<file path="src/rtl/pcidt_pkg.sv">
package pcidt_pkg;
    typedef enum logic [1:0] {
        DT_IDLE = 2'd0,
        DT_RUN  = 2'd1,
        DT_FIRE = 2'd2
    } dt_state_e;
endpackage

</file>
<file path="src/rtl/dt_timer.sv">
module dt_timer
    import pcidt_pkg::*;
#(
    parameter int SHORT_LOG = 10,
    parameter int LONG_LOG  = 15
) (
    input  logic clk,
    input  logic rst_n,
    input  logic arm_i,
    input  logic retire_i,
    input  logic freeze_i,
    input  logic short_i,
    output logic hit_o,
    output logic fire_o
);
    localparam int CW = LONG_LOG;
    localparam logic [CW-1:0] SHORT_MAX = CW'((1 << SHORT_LOG) - 1);
    localparam logic [CW-1:0] LONG_MAX  = CW'((1 << LONG_LOG) - 1);

    dt_state_e      state, nxt;
    logic [CW-1:0]  count, cnt_nxt;
    logic [CW-1:0]  lim_m1;
    logic           hit;

    assign lim_m1 = short_i ? SHORT_MAX : LONG_MAX;
    assign hit    = (state == DT_RUN) && !retire_i && !freeze_i && (count >= lim_m1);

    // state register
    always_ff @(posedge clk) begin
        if (!rst_n) begin
            state <= DT_IDLE;
            count <= '0;
        end else begin
            state <= nxt;
            count <= cnt_nxt;
        end
    end

    // next state
    always_comb begin
        nxt     = state;
        cnt_nxt = count;
        unique case (state)
            DT_IDLE: begin
                if (arm_i) begin
                    nxt     = DT_RUN;
                    cnt_nxt = '0;
                end
            end
            DT_RUN: begin
                if (retire_i) begin
                    nxt     = DT_IDLE;
                    cnt_nxt = '0;
                end else if (hit) begin
                    nxt     = DT_FIRE;
                    cnt_nxt = '0;
                end else if (!freeze_i) begin
                    cnt_nxt = count + 1'b1;
                end
            end
            DT_FIRE: nxt = DT_IDLE;
            default: nxt = DT_IDLE;
        endcase
    end

    // outputs
    always_comb begin
        hit_o  = hit;
        fire_o = (state == DT_FIRE);
    end
endmodule

</file>
<file path="src/rtl/dt_report.sv">
module dt_report #(
    parameter int NQ = 8
) (
    input  logic          clk,
    input  logic          rst_n,
    input  logic [NQ-1:0] hit_vec_i,
    input  logic          sts_clr_i,
    input  logic          serr_en_i,
    input  logic          dt_serr_en_i,
    output logic          status_o,
    output logic          serr_o
);
    logic any_hit;
    assign any_hit = |hit_vec_i;

    always_ff @(posedge clk) begin
        if (!rst_n) begin
            status_o <= 1'b0;
            serr_o   <= 1'b0;
        end else begin
            status_o <= (status_o & ~sts_clr_i) | any_hit;
            serr_o   <= any_hit & serr_en_i & dt_serr_en_i;
        end
    end
endmodule

</file>
<file path="src/rtl/pci_discard_timer_bank.sv">
module pci_discard_timer_bank #(
    parameter int NQ        = 8,
    parameter int SHORT_LOG = 10,
    parameter int LONG_LOG  = 15
) (
    input  logic          clk,
    input  logic          rst_n,
    input  logic [NQ-1:0] cpl_ready_i,
    input  logic [NQ-1:0] cpl_taken_i,
    input  logic [NQ-1:0] q_flush_i,
    input  logic          cfg_pri_short_i,
    input  logic          cfg_sec_short_i,
    input  logic          cfg_dt_disable_i,
    input  logic          cfg_serr_en_i,
    input  logic          cfg_dt_serr_en_i,
    input  logic          sts_clr_i,
    output logic [NQ-1:0] q_inval_o,
    output logic          dt_status_o,
    output logic          serr_o
);
    localparam int HALF = NQ / 2;

    logic [NQ-1:0] hit_vec;

    for (genvar gi = 0; gi < NQ; gi++) begin : g_tmr
        logic sel_short;
        if (gi < HALF) begin : g_pri
            assign sel_short = cfg_pri_short_i;
        end else begin : g_sec
            assign sel_short = cfg_sec_short_i;
        end
        dt_timer #(
            .SHORT_LOG (SHORT_LOG),
            .LONG_LOG  (LONG_LOG)
        ) u_tmr (
            .clk      (clk),
            .rst_n    (rst_n),
            .arm_i    (cpl_ready_i[gi]),
            .retire_i (cpl_taken_i[gi] | q_flush_i[gi]),
            .freeze_i (cfg_dt_disable_i),
            .short_i  (sel_short),
            .hit_o    (hit_vec[gi]),
            .fire_o   (q_inval_o[gi])
        );
    end

    dt_report #(.NQ(NQ)) u_rep (
        .clk          (clk),
        .rst_n        (rst_n),
        .hit_vec_i    (hit_vec),
        .sts_clr_i    (sts_clr_i),
        .serr_en_i    (cfg_serr_en_i),
        .dt_serr_en_i (cfg_dt_serr_en_i),
        .status_o     (dt_status_o),
        .serr_o       (serr_o)
    );
endmodule

</file>
<file path="config.mk">
export PLATFORM = sky130hd
export DESIGN_NAME = pci_discard_timer_bank
export DESIGN_NICKNAME = d
export VERILOG_FILES = /design/src/rtl/pcidt_pkg.sv /design/src/rtl/dt_timer.sv /design/src/rtl/dt_report.sv /design/src/rtl/pci_discard_timer_bank.sv
export SDC_FILE = /design/constraint.sdc
export NUM_CORES = 1
export LEC_CHECK = 0
export BUFFER_PORTS_ARGS = -buffer_cell sky130_fd_sc_hd__buf_2
export CORE_MARGIN = 8
export CORE_UTILIZATION = 25
export CTS_BUF_LIST = sky130_fd_sc_hd__clkbuf_4 sky130_fd_sc_hd__clkbuf_8
export DETAILED_ROUTE_END_ITERATION = 7
export SLEW_MARGIN = 10
export SYNTH_ARGS = -nofsm -noshare
export SYNTH_HDL_FRONTEND = slang
export SYNTH_SLANG_ARGS = --single-unit
</file>
<file path="constraint.sdc">
create_clock -name clk -period 4.1 [get_ports clk]
set_input_delay 1.23 -clock clk [delete_from_list [all_inputs] [get_ports clk]]
set_output_delay 1.23 -clock clk [all_outputs]
set_load 0.02 [all_outputs]
</file>
==> impl_metrics.yaml, run 1 <==
synthesis:
  mappedNetlistNets: 915
  synth.yosys.warnings: 0
  post_synthesis_instance_total: 835
  synth_sequential_area_ratio_pct: 38.47
  syn-cell-area_um2: 7182
  synth_area_per_cell_um2: 8.601
  synth-main-ff-cell: "sky130_fd_sc_hd__dfxtp_1"
  synth.distinct_cells: 61
  yosys_register_bits: 138
  synth_enable_flop_cells: 0
  synth-async-reset-ratio_pct: 0
timing:
  share_of_the_cycle_needed_by_the_critical_path_after_routing_pct: 76.06
  timing.final.ws_setup_ns: 0.9815
  rsz0062_at_grt: "no"
  max_clock_freq_ghz: 0.3207
  maxSlewHeadroom_pct: 31.71
  worstMarginPinSlew_ns: 1.018
  setup_violations: 0
  sum_neg_setup_slack_ns: 0
  finalMaxSlewViolations: 0
  hold_violations: 0
  min_period_ns: 3.119
  final.setup_skew_ns: 0.01461
  final.hold.worst_slack_ns: 0.4905
floorplanning:
  initial_core_util_pct: 25.23
  io_pins: 42
  total_die_area_um2: 34410
  floorplan.core_area_um2: 28470
  fp-row-count: 62
  die_width_um: 185.5
  height_of_the_chip_um: 185.5
detailed_routing:
  avgViaCountPerCell: 4.526
  routedWlPerCell_um: 12.31
  drt_pre_antenna_iters: 6
  antenna_violating_nets_post_route: 0
  vias: 5766
  drt-total-wl_um: 15690
  drt_iter0_markers: 258
  drc_errors: 0
global_route:
  grt_start_max_net_pins: 21
  gr-usage-all-layers_pct: 9.515
  first_global_vias: 5508
  grt_first_pass_wirelength_um: 26550
  globalRouteOverflowTotal: 0
  number_of_antenna_violations_at_the_first_check_in_global_routing: 1
setup_path:
  critical_path_arrival_ns: 3.43
  critical_path.startpoint_type: "input pin"
  rrSetupSlack_ns: 1.70
  critical_path_class: "in -> reg"
  critical_path_peak_fanout: 20
  timing.critical_path.to_type: "flip-flop"
  cp_data_required_time_ns: 4.41
power_and_ir_drop:
  power.density_cell_area_nw_per_um2: 313.2
  finalPower_mw: 2.552
  vdd_ir_drop_max_mv: 0.2045
  leakagePower_nw: 2.863
final_layout:
  final_layout_size_suffix_gt1_share_pct: 11.35
  stdcell_count: 1274
  diodes: 0
  finish.net_count: 957
  final_core_utilization_pct: 28.62
  design_area_um2: 8148
  layout_overhead_on_the_synthesized_area_pct: 13.45
  final_common_cell: "sky130_fd_sc_hd__nor2_1"
  final_cell_mix: "sky130_fd_sc_hd__nor2_1 (160), sky130_fd_sc_hd__dfxtp_1 (138), sky130_fd_sc_hd__nand2_1 (78)"
clocking:
  path_clk_slew_ns: 0.09
  cts_repair_resize_count: 0
  post_cts_buffers: 0
  clock_path_buffers: 2
  insertion_delay_ns: 0.46
  clock_sinks: 138
  cts-htree-levels: 4
  cts_hold_repair.buffers: 0
  cts_tree: "yes"
  tritoncts_buffers: 17
  cts_root_buffer: "sky130_fd_sc_hd__clkbuf_8"
placed_design:
  routability_driven_placement_congestion_ratio: 0.7869
  dp_slack_ns: 0.5439
  placed_cells_incl_taps: 1242
  postPlaceCellArea_um2: 7781
  place.detailed.hpwl_um: 11540
  count_of_input_and_output_buffers: 41
worst_hold_path:
  hold_path_class: "reg -> reg"
flow_run:
  cap_violations: 0
status:
  outcome: "finished, final reports clean"
[final timing paths]
kind,end,from,cells past startpoint
setup / recovery,u_rep.status_o,cfg_pri_short_i,8
hold / removal,g_tmr[4].u_tmr.count[1],g_tmr[4].u_tmr.count[1],2
setup reg to reg,g_tmr[7].u_tmr.count[8],g_tmr[7].u_tmr.count[10],7
hold reg to reg,g_tmr[4].u_tmr.count[1],g_tmr[4].u_tmr.count[1],2
[critical path: stages]
cell                       delay [ns]
sky130_fd_sc_hd__buf_2           0.37
sky130_fd_sc_hd__ha_1            0.32
sky130_fd_sc_hd__a211oi_1        0.31
sky130_fd_sc_hd__o21ai_0         0.14
sky130_fd_sc_hd__o211ai_1        0.29
sky130_fd_sc_hd__o311ai_0        0.26
sky130_fd_sc_hd__nor4_1          0.39
sky130_fd_sc_hd__a21oi_1         0.12
[synth_stat cells, types with 8 or more instances]
| master | number | area [um^2] |
|---|---|---|
| sky130_fd_sc_hd__ha_1 | 48 | 600.6 |
| sky130_fd_sc_hd__a21oi_1 | 28 | 140.1 |
| sky130_fd_sc_hd__nor2_1 | 160 | 600.6 |
| sky130_fd_sc_hd__and4_1 | 14 | 122.6 |
| sky130_fd_sc_hd__nor4_1 | 11 | 68.82 |
| sky130_fd_sc_hd__nand2_1 | 78 | 292.8 |
| sky130_fd_sc_hd__buf_4 | 10 | 75.07 |
| sky130_fd_sc_hd__clkbuf_1 | 8 | 30.03 |
| sky130_fd_sc_hd__nor2b_1 | 11 | 68.82 |
| sky130_fd_sc_hd__xnor2_1 | 43 | 376.6 |
| sky130_fd_sc_hd__xor2_1 | 65 | 569.3 |
| sky130_fd_sc_hd__and3_1 | 9 | 56.30 |
| sky130_fd_sc_hd__nand4_1 | 30 | 187.7 |
| sky130_fd_sc_hd__nand3_1 | 39 | 195.2 |
| sky130_fd_sc_hd__dfxtp_1 | 138 | 2763 |
| sky130_fd_sc_hd__inv_1 | 12 | 45.04 |
| sky130_fd_sc_hd__o21ai_0 | 14 | 70.07 |
| sky130_fd_sc_hd__nor3_1 | 15 | 75.07 |
[metal layers]
layer  vias to the layer above  routed length, um  GRT usage (%)
li1                       3004                  -              -
met1                      2681               7678          12.07
met2                        67               7062          15.01
met3                        12                687          2.752
met4                         2                250          3.745
met5                         -                  8              0
[registers in the layout (all words and copies together) (netlist names)]
register / cells
g_tmr.u_tmr.count: 120
g_tmr.u_tmr.state: 16
u_rep.serr_o: 1
u_rep.status_o: 1
[logic make-up (layout without fill, tap and decap cells)]
family	after synthesis	in the layout	share of synthesized area, %
adder cells (fa/ha/maj)	48	48	8.362
multiplexers	3	3	0.4181
AO/OA/AOI/OAI	93	93	8.816
buffers and inverters	37	92	2.561
AND/OR/NAND/NOR	408	408	28.21
flip-flops	138	138	38.47
XOR/XNOR	108	108	13.17
[power by group]
| group | switching, mW | internal, mW | leakage [nW] | total [mW] |
|---|---|---|---|---|
| combinational | 0.0956 | 0.0524 | 1.58 | 0.148 |
| sequential | 0.0120 | 1.35 | 1.11 | 1.36 |
| clock | 0.604 | 0.439 | 0.172 | 1.04 |
[area by class of cell]
cell class | instances | area, um^2
well taps | 384 | 480.5
flip-flops and latches | 138 | 2763
inverters | 12 | 45.04
clock buffers | 17 | 234.0
multi-input cells | 660 | 4235
fillers | 3045 | 20320
clock inverters | 15 | 132.6
repair buffers | 48 | 257.7
(Power assumes the default switching activity.)
==> run 2, diff against run 1 <==
==> constraint.sdc (replaced) <==
create_clock -name clk -period 3.2 [get_ports clk]
set_input_delay 0.96 -clock clk [delete_from_list [all_inputs] [get_ports clk]]
set_output_delay 0.96 -clock clk [all_outputs]
set_load 0.02 [all_outputs]
==> impl_metrics.yaml, run 2 (synthesized netlist as in run 1, its figures left out) <==
clocking:
  post_cts_buffers: 0
  cts_root_buffer: "sky130_fd_sc_hd__clkbuf_8"
  cts_repair_resize_count: 0
  clock_path_buffers: 2
  cts_tree: "yes"
  cts_hold_repair.buffers: 0
  clock_sinks: 138
  path_clk_slew_ns: 0.09
  tritoncts_buffers: 17
  cts-htree-levels: 4
  insertion_delay_ns: 0.46
timing:
  maxSlewHeadroom_pct: 29.37
  final.hold.worst_slack_ns: 0.4892
  hold_violations: 0
  max_clock_freq_ghz: 0.3588
  rsz0062_at_grt: "no"
  worstMarginPinSlew_ns: 1.053
  setup_violations: 0
  min_period_ns: 2.787
  finalMaxSlewViolations: 0
  final.setup_skew_ns: 0.01462
  timing.final.ws_setup_ns: 0.4127
  share_of_the_cycle_needed_by_the_critical_path_after_routing_pct: 87.10
placed_design:
  routability_driven_placement_congestion_ratio: 0.7886
  place.detailed.hpwl_um: 11610
  placed_cells_incl_taps: 1259
  count_of_input_and_output_buffers: 41
  postPlaceCellArea_um2: 7909
  dp_slack_ns: -0.07238
floorplanning:
  initial_core_util_pct: 25.23
  fp-row-count: 62
  floorplan.core_area_um2: 28470
  height_of_the_chip_um: 185.5
  io_pins: 42
  total_die_area_um2: 34410
  die_width_um: 185.5
global_route:
  number_of_antenna_violations_at_the_first_check_in_global_routing: 0
  grt_start_max_net_pins: 18
  gr-usage-all-layers_pct: 9.231
  globalRouteOverflowTotal: 0
  first_global_vias: 5387
  grt_first_pass_wirelength_um: 25680
setup_path:
  slowest_delay_ns: 0.84
  critical_path.startpoint_type: "input pin"
  rr_worst_depth: 7
  origin_of_the_critical_flop_to_flop_path: "g_tmr[7].u_tmr.count[10]"
  critical_path_class: "in -> reg"
  setup.worst_path.start: "cfg_sec_short_i"
  critical_path_arrival_ns: 3.08
  worst_path_max_delay_cell: "sky130_fd_sc_hd__o31ai_2"
  rrSetupSlack_ns: 0.73
  cp_cell_sequence: "buf_2 -> ha_1 -> nand2_1 -> nor4_1 -> o311a_1 -> nor2b_1 -> o31ai_2 -> nor2_1"
  cp_data_required_time_ns: 3.49
  setup.worst_path.end: "g_tmr[7].u_tmr.count[5]"
  critical_path_peak_fanout: 15
  timing.critical_path.to_type: "flip-flop"
  crit-reg2reg-capture: "g_tmr[7].u_tmr.count[5]"
detailed_routing:
  drt-total-wl_um: 15450
  drt_iter0_markers: 266
  drc_errors: 0
  vias: 5805
  drt_pre_antenna_iters: 4
  avgViaCountPerCell: 4.497
  antenna_violating_nets_post_route: 0
  routedWlPerCell_um: 11.97
final_layout:
  top_register: "g_tmr.u_tmr.count"
  final_layout_size_suffix_gt1_share_pct: 13.01
  design_area_um2: 8305
  stdcell_count: 1291
  diodes: 0
  final_common_cell: "sky130_fd_sc_hd__nor2_1"
  largest_register_ffs: 120
  final_cell_mix: "sky130_fd_sc_hd__nor2_1 (160), sky130_fd_sc_hd__dfxtp_1 (138), sky130_fd_sc_hd__nand2_1 (78)"
  fillCellCount: 3056
  layout_overhead_on_the_synthesized_area_pct: 15.64
  largestRegisters: "g_tmr.u_tmr.count x120, g_tmr.u_tmr.state x16"
  finish.net_count: 974
power_and_ir_drop:
  vdd_ir_drop_max_mv: 0.2540
  finalPower_mw: 3.390
  leakagePower_nw: 2.969
  power.density_cell_area_nw_per_um2: 408.2
status:
  outcome: "finished, final reports clean"
worst_hold_path:
  holdCritStartpoint: "g_tmr[4].u_tmr.count[1]"
  hold_path_class: "reg -> reg"
flow_run:
  cap_violations: 0
[run 2: cell types whose count changed in the layout (fill, tap and decap cells not counted)]
| cell | previous run | this run |
|---|---|---|
| sky130_fd_sc_hd__buf_4 | 7 | 24 |
| sky130_fd_sc_hd__clkinvlp_4 | 5 | 2 |
| sky130_fd_sc_hd__inv_6 | 5 | 7 |
| sky130_fd_sc_hd__bufinv_16 | 0 | 1 |
| sky130_fd_sc_hd__clkbuf_8 | 17 | 18 |
| sky130_fd_sc_hd__clkinv_4 | 2 | 1 |
[run 2: cell type report]
type | instances | area, um^2 | share of cell area, %
tap | 384 | 480.5 | 5.785
multi-input combinational | 660 | 4235 | 50.99
clock inverter | 14 | 148.9 | 1.793
sequential | 138 | 2763 | 33.26
clock buffer | 18 | 247.7 | 2.983
timing repair buffer | 65 | 385.4 | 4.640
inverter | 12 | 45.04 | 0.5423
[run 2: layer usage]
metal	up-vias	part of all wire (%)	global-route usage [%]
li1	3040	-	-
met1	2679	50	11.92
met2	72	44	14.38
met3	14	4.4	2.733
met4	0	1.6	3.329
met5	-	0	0
[run 2: worst min path at each step]
stage | end | slack (ns) | depth (start not counted)
2_1_floorplan | g_tmr[4].u_tmr.count[1] | 0.46 | 2
3_3_place_gp | g_tmr[4].u_tmr.count[1] | 0.47 | 2
3_5_place_dp | g_tmr[4].u_tmr.count[1] | 0.48 | 2
4_1_cts | g_tmr[4].u_tmr.count[1] | 0.49 | 2
5_1_grt | g_tmr[4].u_tmr.count[1] | 0.51 | 2
6_report | g_tmr[4].u_tmr.count[1] | 0.49 | 2
[run 2: through the flow]
step / TNS [ns] / util (%)
after floorplan: 0 / -
after global placement: 0 / 27.78
after detailed placement: -0.6461 / 27.78
after CTS: 0 / 29.17
after global routing: 0 / 29.17
final: 0 / 29.17
[run 2: critical path, delay by kind of cell]
family	cells	cell delay (ns)
simple gates	4	0.57
compound gates	2	1.08
fa+ha+maj	1	0.29
buf+inv	1	0.16
[run 2: where the power goes]
part | internal (mW) | switching (mW)
combinational | 0.0783 | 0.124
clock | 0.668 | 0.777
sequential | 1.73 | 0.0145
==> run 3, diff against run 2 <==
--- a/config.mk
+++ b/config.mk
@@ -6,10 +6,11 @@
 export NUM_CORES = 1
 export LEC_CHECK = 0
 export BUFFER_PORTS_ARGS = -buffer_cell sky130_fd_sc_hd__buf_2
+export CORE_ASPECT_RATIO = 1.75
 export CORE_MARGIN = 8
 export CORE_UTILIZATION = 25
-export CTS_BUF_LIST = sky130_fd_sc_hd__clkbuf_4 sky130_fd_sc_hd__clkbuf_8
 export DETAILED_ROUTE_END_ITERATION = 7
+export GPL_ROUTABILITY_DRIVEN = 1
 export SLEW_MARGIN = 10
 export SYNTH_ARGS = -nofsm -noshare
 export SYNTH_HDL_FRONTEND = slang
==> impl_metrics.yaml, run 3 (synthesized netlist as in run 1, its figures left out) <==
status:
  outcome: "finished, final reports clean"
timing:
  worstMarginPinSlew_ns: 1.015
  rsz0062_at_grt: "no"
  final.hold.worst_slack_ns: 0.4858
  share_of_the_cycle_needed_by_the_critical_path_after_routing_pct: 88.87
  max_clock_freq_ghz: 0.3516
  maxSlewHeadroom_pct: 31.93
  hold_violations: 0
  finalMaxSlewViolations: 0
  final.setup_skew_ns: 0.005993
  timing.final.ws_setup_ns: 0.3562
  min_period_ns: 2.844
  sum_neg_setup_slack_ns: 0
  setup_violations: 0
final_layout:
  design_area_um2: 8573
  largest_register_ffs: 120
  layout_overhead_on_the_synthesized_area_pct: 19.37
  final_layout_size_suffix_gt1_share_pct: 12.69
  stdcell_count: 1284
  final_cell_mix: "sky130_fd_sc_hd__nor2_1 (160), sky130_fd_sc_hd__dfxtp_1 (138), sky130_fd_sc_hd__nand2_1 (78)"
  fillCellCount: 3068
  final_common_cell: "sky130_fd_sc_hd__nor2_1"
  finish.net_count: 973
  diodes: 0
  final_core_utilization_pct: 30.17
  largestRegisters: "g_tmr.u_tmr.count x120, g_tmr.u_tmr.state x16"
  top_register: "g_tmr.u_tmr.count"
global_route:
  first_global_vias: 6088
  gr-usage-all-layers_pct: 9.961
  grt_first_pass_wirelength_um: 27560
  number_of_antenna_violations_at_the_first_check_in_global_routing: 1
  grt_start_max_net_pins: 17
  globalRouteOverflowTotal: 0
clocking:
  insertion_delay_ns: 0.42
  cts_repair_resize_count: 0
  cts_tree: "yes"
  clock_path_buffers: 2
  tritoncts_buffers: 17
  post_cts_buffers: 0
  cts_hold_repair.buffers: 0
  path_clk_slew_ns: 0.06
  cts_root_buffer: "sky130_fd_sc_hd__clkbuf_16"
  clock_sinks: 138
  cts-htree-levels: 4
power_and_ir_drop:
  vdd_ir_drop_max_mv: 0.3687
  leakagePower_nw: 3.098
  power.density_cell_area_nw_per_um2: 488.4
  finalPower_mw: 4.188
setup_path:
  cp_data_required_time_ns: 3.49
  critical_path_class: "in -> reg"
  timing.critical_path.to_type: "flip-flop"
  critical_path_peak_fanout: 16
  critical_path_arrival_ns: 3.13
  critical_path.startpoint_type: "input pin"
floorplanning:
  io_pins: 42
  floorplan.core_area_um2: 28420
  total_die_area_um2: 34620
  fp-row-count: 82
  height_of_the_chip_um: 240.2
  initial_core_util_pct: 25.27
  die_width_um: 144.1
detailed_routing:
  avgViaCountPerCell: 4.594
  drt-total-wl_um: 16090
  antenna_violating_nets_post_route: 0
  routedWlPerCell_um: 12.53
  drt_pre_antenna_iters: 5
  drc_errors: 0
  drt_iter0_markers: 215
  vias: 5899
worst_hold_path:
  hold_path_class: "reg -> reg"
placed_design:
  place.detailed.hpwl_um: 12160
  count_of_input_and_output_buffers: 41
  placed_cells_incl_taps: 1252
  postPlaceCellArea_um2: 7906
  routability_driven_placement_congestion_ratio: 0.8165
  dp_slack_ns: -0.07753
flow_run:
  cap_violations: 0
[run 3: cell count changes in the layout (fill, tap and decap cells not counted)]
cell	delta
sky130_fd_sc_hd__buf_12	+1
sky130_fd_sc_hd__buf_4	-2
sky130_fd_sc_hd__bufinv_16	+5
sky130_fd_sc_hd__clkbuf_1	+2
sky130_fd_sc_hd__clkbuf_16	+17
sky130_fd_sc_hd__clkbuf_8	-17
sky130_fd_sc_hd__clkinv_2	+3
sky130_fd_sc_hd__clkinv_4	+1
sky130_fd_sc_hd__clkinvlp_4	-1
sky130_fd_sc_hd__inv_6	-7
sky130_fd_sc_hd__inv_8	-3
[run 3: layout make-up]
cell class	instances	area [um^2]	area share, %
well taps	378	473.0	5.517
clock inverters	12	220.2	2.569
flip-flops and latches	138	2763	32.22
multi-input cells	660	4235	49.40
inverters	12	45.04	0.5254
repair buffers	64	390.4	4.553
clock buffers	20	446.7	5.210
[run 3: worst paths after layout]
kind	from	cells after the start	slack (ns)	to
max reg2reg	g_tmr[3].u_tmr.count[12]	7	0.80	u_rep.status_o
min reg2reg	g_tmr[4].u_tmr.count[1]	2	0.49	g_tmr[4].u_tmr.count[1]
max	cfg_pri_short_i	8	0.36	u_rep.status_o
min	g_tmr[4].u_tmr.count[1]	2	0.49	g_tmr[4].u_tmr.count[1]
[run 3: power breakdown]
part | leakage, nW | total (mW) | switching [mW] | internal, mW
clock network | 0.324 | 2.24 | 0.756 | 1.48
logic | 1.66 | 0.205 | 0.125 | 0.0802
registers | 1.11 | 1.75 | 0.0150 | 1.73
total | 3.10 | 4.19 | 0.896 | 3.29
[run 3: critical path, stage by stage]
cell	delay (ns)
sky130_fd_sc_hd__buf_2	0.29
sky130_fd_sc_hd__ha_1	0.31
sky130_fd_sc_hd__a21o_1	0.18
sky130_fd_sc_hd__a21o_1	0.17
sky130_fd_sc_hd__a221oi_1	0.42
sky130_fd_sc_hd__o311ai_0	0.27
sky130_fd_sc_hd__nor4_1	0.41
sky130_fd_sc_hd__a21oi_1	0.11
[run 3: routing by layer]
layer	up-vias	part of all wire, %	track usage (%)
li1	3037	-	-
met5	-	0	0
met1	2759	42	10.40
met3	23	3.6	2.266
met2	80	52	18.11
met4	0	2.4	5.123
